<file path="config.mk">
export PLATFORM = sky130hd
export DESIGN_NAME = regstack_alloc
export DESIGN_NICKNAME = d
export VERILOG_FILES = /design/src/rtl/regstack_pkg.sv /design/src/rtl/regstack_frame_lifo.sv /design/src/rtl/regstack_xlate.sv /design/src/rtl/regstack_alloc.sv
export SDC_FILE = /design/constraint.sdc
export NUM_CORES = 1
export LEC_CHECK = 0
export ABC_AREA = 1
export BUFFER_PORTS_ARGS = -buffer_cell sky130_fd_sc_hd__clkbuf_2
export CAP_MARGIN = 20
export CORE_UTILIZATION = 50
export DETAILED_ROUTE_END_ITERATION = 10
export GPL_TIMING_DRIVEN = 0
export PLACE_DENSITY = 0.71
export SLEW_MARGIN = 5
export SYNTH_ARGS = -nofsm -noshare
export SYNTH_HDL_FRONTEND = slang
export SYNTH_SLANG_ARGS = --single-unit
</file>
<file path="constraint.sdc">
create_clock -name clk_i -period 6.3 [get_ports clk_i]
set_input_delay 1.26 -clock clk_i [delete_from_list [all_inputs] [get_ports clk_i]]
set_output_delay 1.26 -clock clk_i [all_outputs]
set_load 0.1 [all_outputs]
</file>
<file path="src/rtl/regstack_pkg.sv">
package regstack_pkg;
  localparam int REG_W      = 7;
  localparam int NUM_STATIC = 32;
  localparam int NUM_STACK  = (2 ** REG_W) - NUM_STATIC;
  localparam int SW         = REG_W + 1;

  typedef logic [REG_W-1:0] reg_t;
  typedef logic [SW-1:0]    wide_t;

  localparam wide_t STACK_N  = wide_t'(NUM_STACK);
  localparam reg_t  STATIC_N = reg_t'(NUM_STATIC);

  typedef struct packed {
    reg_t base;
    reg_t nloc;
    reg_t nout;
  } frame_t;

  // a, b < NUM_STACK
  function automatic reg_t slot_add(reg_t a, reg_t b);
    wide_t s;
    s = wide_t'(a) + wide_t'(b);
    if (s >= STACK_N) s = s - STACK_N;
    return reg_t'(s);
  endfunction

  // a < NUM_STACK, b <= NUM_STACK
  function automatic reg_t slot_sub(reg_t a, wide_t b);
    wide_t s;
    s = wide_t'(a) + STACK_N - b;
    if (s >= STACK_N) s = s - STACK_N;
    return reg_t'(s);
  endfunction
endpackage

</file>
<file path="src/rtl/regstack_frame_lifo.sv">
module regstack_frame_lifo
  import regstack_pkg::*;
#(
  parameter int DEPTH = 4
) (
  input  logic   clk_i,
  input  logic   rst_ni,
  input  logic   push_i,
  input  logic   pop_i,
  input  frame_t din_i,
  output frame_t top_o,
  output logic   full_o,
  output logic   empty_o
);
  localparam int PW    = $clog2(DEPTH + 1);
  localparam int SLOTS = 2 ** PW;

  logic [PW-1:0] cnt_q;
  logic [PW-1:0] top_idx;
  frame_t        mem_q [SLOTS];

  assign full_o  = (cnt_q == PW'(DEPTH));
  assign empty_o = (cnt_q == '0);
  assign top_idx = cnt_q - PW'(1);
  assign top_o   = empty_o ? '0 : mem_q[top_idx];

  always_ff @(posedge clk_i or negedge rst_ni) begin
    if (!rst_ni)               cnt_q <= '0;
    else if (push_i && !full_o) cnt_q <= cnt_q + PW'(1);
    else if (pop_i && !empty_o) cnt_q <= cnt_q - PW'(1);
  end

  always_ff @(posedge clk_i) begin
    if (push_i && !full_o) mem_q[cnt_q] <= din_i;
  end

  assert_no_push_full_R9: assert property (@(posedge clk_i) disable iff (!rst_ni)
    push_i |-> !full_o);
  assert_no_pop_empty_R9: assert property (@(posedge clk_i) disable iff (!rst_ni)
    pop_i |-> !empty_o);
  assert_push_fills_R9: assert property (@(posedge clk_i) disable iff (!rst_ni)
    push_i |=> !empty_o);
endmodule

</file>
<file path="src/rtl/regstack_xlate.sv">
module regstack_xlate
  import regstack_pkg::*;
(
  input  reg_t  vreg_i,
  input  reg_t  base_i,
  input  wide_t size_i,
  output reg_t  phys_o,
  output logic  illegal_o
);
  logic stacked;
  reg_t off;

  assign stacked   = (vreg_i >= STATIC_N);
  assign off       = vreg_i - STATIC_N;
  assign phys_o    = stacked ? (STATIC_N + slot_add(base_i, off)) : vreg_i;
  assign illegal_o = stacked && (wide_t'(off) >= size_i);
endmodule

</file>
<file path="src/rtl/regstack_alloc.sv">
module regstack_alloc
  import regstack_pkg::*;
#(
  parameter int FRAME_DEPTH = 4
) (
  input  logic             clk_i,
  input  logic             rst_ni,
  input  logic             call_i,
  input  logic             ret_i,
  input  logic             alloc_i,
  input  logic [REG_W-1:0] loc_i,
  input  logic [REG_W-1:0] out_i,
  input  logic [REG_W-1:0] vreg_i,
  output logic [REG_W-1:0] phys_o,
  output logic             illegal_o,
  output logic             busy_o,
  output logic             spill_req_o,
  output logic             fill_req_o,
  output logic [REG_W-1:0] xfer_idx_o,
  input  logic             spill_ack_i,
  input  logic             fill_ack_i
);
  reg_t   base_q, nloc_q, nout_q;
  reg_t   resident_q;   // caller slots still held in the ring
  reg_t   fill_left_q, fill_ptr_q;
  wide_t  size, occ, req_size;
  logic   req_ok, idle, call_go, ret_go, alloc_go;
  logic   lifo_full, lifo_empty;
  frame_t saved, cur_frame;

  assign size     = wide_t'(nloc_q) + wide_t'(nout_q);
  assign occ      = wide_t'(resident_q) + size;
  assign req_size = wide_t'(loc_i) + wide_t'(out_i);
  assign req_ok   = (req_size <= STACK_N);

  assign spill_req_o = (occ > STACK_N);
  assign fill_req_o  = (fill_left_q != '0);
  assign busy_o      = spill_req_o || fill_req_o;
  assign idle        = !busy_o;
  assign xfer_idx_o  = spill_req_o ? slot_sub(base_q, wide_t'(resident_q)) : fill_ptr_q;

  // priority: call, then return, then allocate
  assign call_go  = idle && call_i && !lifo_full && req_ok;
  assign ret_go   = idle && ret_i && !call_i && !lifo_empty;
  assign alloc_go = idle && alloc_i && !call_i && !ret_i && req_ok;

  assign cur_frame = '{base: base_q, nloc: nloc_q, nout: nout_q};

  regstack_frame_lifo #(.DEPTH(FRAME_DEPTH)) u_lifo (
    .clk_i   (clk_i),
    .rst_ni  (rst_ni),
    .push_i  (call_go),
    .pop_i   (ret_go),
    .din_i   (cur_frame),
    .top_o   (saved),
    .full_o  (lifo_full),
    .empty_o (lifo_empty)
  );

  regstack_xlate u_xlate (
    .vreg_i    (vreg_i),
    .base_i    (base_q),
    .size_i    (size),
    .phys_o    (phys_o),
    .illegal_o (illegal_o)
  );

  always_ff @(posedge clk_i or negedge rst_ni) begin
    if (!rst_ni) begin
      base_q      <= '0;
      nloc_q      <= '0;
      nout_q      <= '0;
      resident_q  <= '0;
      fill_left_q <= '0;
      fill_ptr_q  <= '0;
    end else if (call_go) begin
      base_q     <= slot_add(base_q, nloc_q);
      resident_q <= resident_q + nloc_q;
      nloc_q     <= loc_i;
      nout_q     <= out_i;
    end else if (ret_go) begin
      base_q <= saved.base;
      nloc_q <= saved.nloc;
      nout_q <= saved.nout;
      if (resident_q >= saved.nloc) begin
        resident_q <= resident_q - saved.nloc;
      end else begin
        resident_q  <= '0;
        fill_left_q <= saved.nloc - resident_q;
        fill_ptr_q  <= slot_sub(slot_sub(base_q, wide_t'(resident_q)), wide_t'(1));
      end
    end else if (alloc_go) begin
      nloc_q <= loc_i;
      nout_q <= out_i;
    end else if (spill_req_o && spill_ack_i) begin
      resident_q <= resident_q - reg_t'(1);
    end else if (fill_req_o && fill_ack_i) begin
      fill_left_q <= fill_left_q - reg_t'(1);
      fill_ptr_q  <= slot_sub(fill_ptr_q, wide_t'(1));
    end
  end

  assert_xfer_exclusive_R7: assert property (@(posedge clk_i) disable iff (!rst_ni)
    spill_req_o |-> !fill_req_o);
  assert_spill_retires_one_R6: assert property (@(posedge clk_i) disable iff (!rst_ni)
    (spill_req_o && spill_ack_i) |=> (resident_q == $past(resident_q) - reg_t'(1)));
  assert_fill_retires_one_R7: assert property (@(posedge clk_i) disable iff (!rst_ni)
    (fill_req_o && fill_ack_i) |=> (fill_left_q == $past(fill_left_q) - reg_t'(1)));
  assert_busy_freezes_frame_R8: assert property (@(posedge clk_i) disable iff (!rst_ni)
    busy_o |=> ($stable(base_q) && $stable(nloc_q) && $stable(nout_q)));
  assert_fill_no_spill_R7: assert property (@(posedge clk_i) disable iff (!rst_ni)
    fill_req_o |=> !spill_req_o);
endmodule

</file>
==> flow_summary.ini <==
[sta]
fmax_mhz = 167
fin_crit_sh_pct = 95.2
period_minus_slack_ns = 6.00
finalSetupViolCount = 0
finalHoldWorstSlack_ns = 0.533
worst-slew-pin-transition_ns = 0.869
fin_skew_ns = 0.0105
timing.final.hold_violations = 0
report.final.slew_viol_count = 0
slew_headroom_pct = 41.8
unrepaired_setup_endpoints_after_global_routing = no

[grt]
maximum_number_of_pins_on_one_net_before_global_route_repair = 32
grt_pass1_vias = 9888
antenna_found_initial = 1
gr-total-overflow = 0
track_usage_pct = 26.7
global_route_wire_length_before_repair_mm = 52.9

[synthesis]
ys_warn_count = 0
synth_xor_area_share_pct = 3.36
syn-instance-count = 1344
synth.yosys.seq_area_share_pct = 49.5
syn_avg_cell_area_um2 = 9.28
post_synth_net_total = 1464
synthDistinctLibCells = 50
asyncSetResetFlopFracSynth_pct = 21.1
synth.cell_area_um2 = 12500
dominant_combinational_cell_family_by_area_after_synthesis = simple AND/OR/NAND/NOR gates
synth_simple_gate_area_share_pct = 18.8
ys_dominant_reg_cell = sky130_fd_sc_hd__edfxtp_1
synth-compound-area-share_pct = 12.2
synth-edff-count = 168
synth.mux.area_fraction_pct = 0.181
postSynthRegisterBits = 213
synthAdderAreaFrac_pct = 9.78

[outcome]
outcome = finished clean

[setup_path]
cpLargestDelayFamily = adder cells
crit_slowest_cell = sky130_fd_sc_hd__dfrtp_1
worstPathMaxFanout = 12
critical_path.startpoint_type = register
timing.setup.critical_path_class = register to output pin
critical_path.cell_chain = ha_1 -> fa_1 -> nand3_1 -> and2_1 -> o21ai_0 -> a21o_1 -> xor2_1 -> inv_1 -> ha_1 -> a21oi_1 -> o21a_1 -> nand3_1 -> nand2_2 -> nand2_2 -> clkbuf_1 -> o21ai_0 -> clkbuf_2
worstPathBufferInverterCount = 3
required_time_of_the_critical_path_ns = 5.04
worst_setup_ep_type = output pin
arrival_ns = 4.74
cpPeakStageDelay_ns = 0.60

[drt]
drc = 0
vias_per_cell = 5.71
post_drt_wl_per_cell_um = 19.1
drt_iter0_drc = 828
ant_nets = 0
drt-pass1-iter-count = 6
route.final.wire_length_mm = 33.8
vias = 10103

[clock_tree]
worstSkewPairLatency_ns = 0.53
clock_tree_sinks = 213
ctsHoldBuffers = 0
clock_tree.htree_level_count = 1
clock_tree_from_tritoncts = built
clock_pin_slew_of_the_registers_on_the_worst_case_setup_and_hold_paths_ns = 0.06
cts.root.buffer_cell = sky130_fd_sc_hd__clkbuf_16
post-cts-setup-buffer-count = 0
cts_made_buffers = 23
cts_buffer_depth = 3

[floorplanning]
fp.dieH_um = 160
design.die.area_um2 = 25600
io-pin-count = 46
fp-row-count = 57
die_width_um = 160
placeableCoreArea_um2 = 24400
floorplan.initialDensity_pct = 51.1

[placed_design]
gp_routability_congestion = 0.906
dp.final_hpwl_mm = 24.7
io_buffers = 45

[min_path]
timing.hold.worst.class = register to register

[cells_and_area]
n_antenna_cell = 0
drive_gt1_share_pct = 9.63
areaGrowthSynthToFinish_pct = 12.8
finish.net_count = 1547

[job]
timing.max_cap.violations = 0
==> layout by cell type, fill, tap and decap left out, drive strengths merged, types with 3 or more instances in the layout <==
cell / count
nand3: 90
o2111ai: 4
clkinv: 5
fa: 9
o211ai: 13
ha: 83
nand2: 224
a21boi: 3
a21oi: 50
a31oi: 5
inv: 147
dfrtp: 45
or2: 4
xor2: 35
o221ai: 16
o211a: 7
nand3b: 16
nor2: 158
edfxtp: 168
nand4: 15
o22ai: 24
and2: 3
o21ai: 134
clkbuf: 111
xnor2: 12
nor3: 18
buf: 31
==> synth_stat cells (all sizes together) (2+ instances only) <==
| master | instances | area (um2) |
|---|---|---|
| edfxtp | 168 | 5040 |
| a31oi | 5 | 31.3 |
| o211ai | 13 | 97.6 |
| dfrtp | 45 | 1130 |
| nor3 | 18 | 110 |
| and2 | 3 | 18.8 |
| a21boi | 3 | 22.5 |
| xnor2 | 12 | 113 |
| a21oi | 50 | 250 |
| inv | 146 | 551 |
| o21ai | 134 | 671 |
| ha | 83 | 1040 |
| xor2 | 35 | 307 |
| o2111ai | 4 | 35.0 |
| nand2 | 224 | 861 |
| o211a | 7 | 70.1 |
| buf | 16 | 91.3 |
| mux2 | 2 | 22.5 |
| nand4 | 15 | 100 |
| o21a | 2 | 15.0 |
| nand3 | 90 | 478 |
| nand3b | 16 | 120 |
| nor2 | 158 | 613 |
| o221ai | 16 | 140 |
| or2 | 4 | 25.0 |
| fa | 9 | 180 |
| o22ai | 24 | 150 |
| a21o | 2 | 15.0 |
| clkbuf | 34 | 128 |
==> through the flow <==
stage                     setup slack (ns)  utilization [%]  instance area (um2)  cells  TNS [ns]
after CTS                            0.313             57.6                14100   1768         0
after floorplan                     -0.561                -                12500   1344     -2.81
final                                0.302             57.6                14100   1768         0
after global routing                0.0109             57.6                14100   1768         0
after global placement              -0.989             53.7                13100   1713    -67.10
after detailed placement             0.887             54.7                13300   1726         0
==> registers in the layout, summed over array words and instances, names as in the netlist <==
register / cells
u_lifo.mem_q: 168
base_q: 7
fill_left_q: 7
fill_ptr_q: 7
nloc_q: 7
nout_q: 7
resident_q: 7
u_lifo.cnt_q: 3
==> cell type report <==
cell class	count	area, um2
timing repair buffer	58	428
inverter	147	554
sequential	213	6170
fill	2106	10300
multi-input combinational	934	5570
clock inverter	8	87.6
buffer	50	219
tap	324	405
clock buffer	34	627
==> worst register-to-register path, stage by stage (launching register included) <==
cell                       delay, ns
sky130_fd_sc_hd__dfrtp_1        0.45
sky130_fd_sc_hd__inv_1          0.19
sky130_fd_sc_hd__clkbuf_1       0.36
sky130_fd_sc_hd__clkbuf_1       0.58
sky130_fd_sc_hd__ha_1           0.48
sky130_fd_sc_hd__inv_1          0.30
sky130_fd_sc_hd__clkbuf_1       0.43
sky130_fd_sc_hd__o21ai_0        0.16
sky130_fd_sc_hd__o221ai_1       0.18
sky130_fd_sc_hd__o211a_1        0.29
sky130_fd_sc_hd__ha_1           0.26
sky130_fd_sc_hd__clkbuf_1       0.19
sky130_fd_sc_hd__a21oi_1        0.17
sky130_fd_sc_hd__nand2_1        0.11
sky130_fd_sc_hd__nand2_1        0.09
sky130_fd_sc_hd__o211ai_1       0.11
sky130_fd_sc_hd__a41oi_1        0.29
sky130_fd_sc_hd__nand2_1        0.09
sky130_fd_sc_hd__nand2_1        0.12
sky130_fd_sc_hd__buf_2          0.27
sky130_fd_sc_hd__a31oi_1        0.12
==> path summary, 6_finish.rpt <==
check                           startpoint             end  slack (ns)  cells after the start
min in group asynchronous           rst_ni  fill_left_q[3]        0.67                      1
setup / recovery                 nloc_q[0]   xfer_idx_o[0]        0.30                     17
max in group asynchronous           rst_ni       base_q[0]        5.09                      2
hold / removal              fill_left_q[6]  fill_left_q[6]        0.53                      2
setup reg to reg           u_lifo.cnt_q[0]  fill_left_q[5]        0.93                     20
hold reg to reg             fill_left_q[6]  fill_left_q[6]        0.53                      2
==> metal layers <==
layer	share of wire, %	vias to the layer above	GRT usage (%)
met1	40	4794	33.9
met4	3.9	2	10.6
met3	8.1	92	4.68
li1	-	4812	-
met5	0.038	-	0
met2	48	403	45.2
==> logic make-up after synthesis <==
group | Yosys count
multiplexers | 2
AO/OA/AOI/OAI | 263
adder cells (fa/ha/maj) | 92
flip-flops | 213
XOR/XNOR | 47
buffers and inverters | 197
AND/OR/NAND/NOR | 530
==> repair_timing <==
action	4_1_cts	5_1_grt
resized for setup	0	2
endpoints found under the hold margin	0	0
setup endpoints to repair	0	2
Power is left out: the tool's default activity adds up to more than one toggle a clock period on the data nets, which glitch-free logic cannot reach.
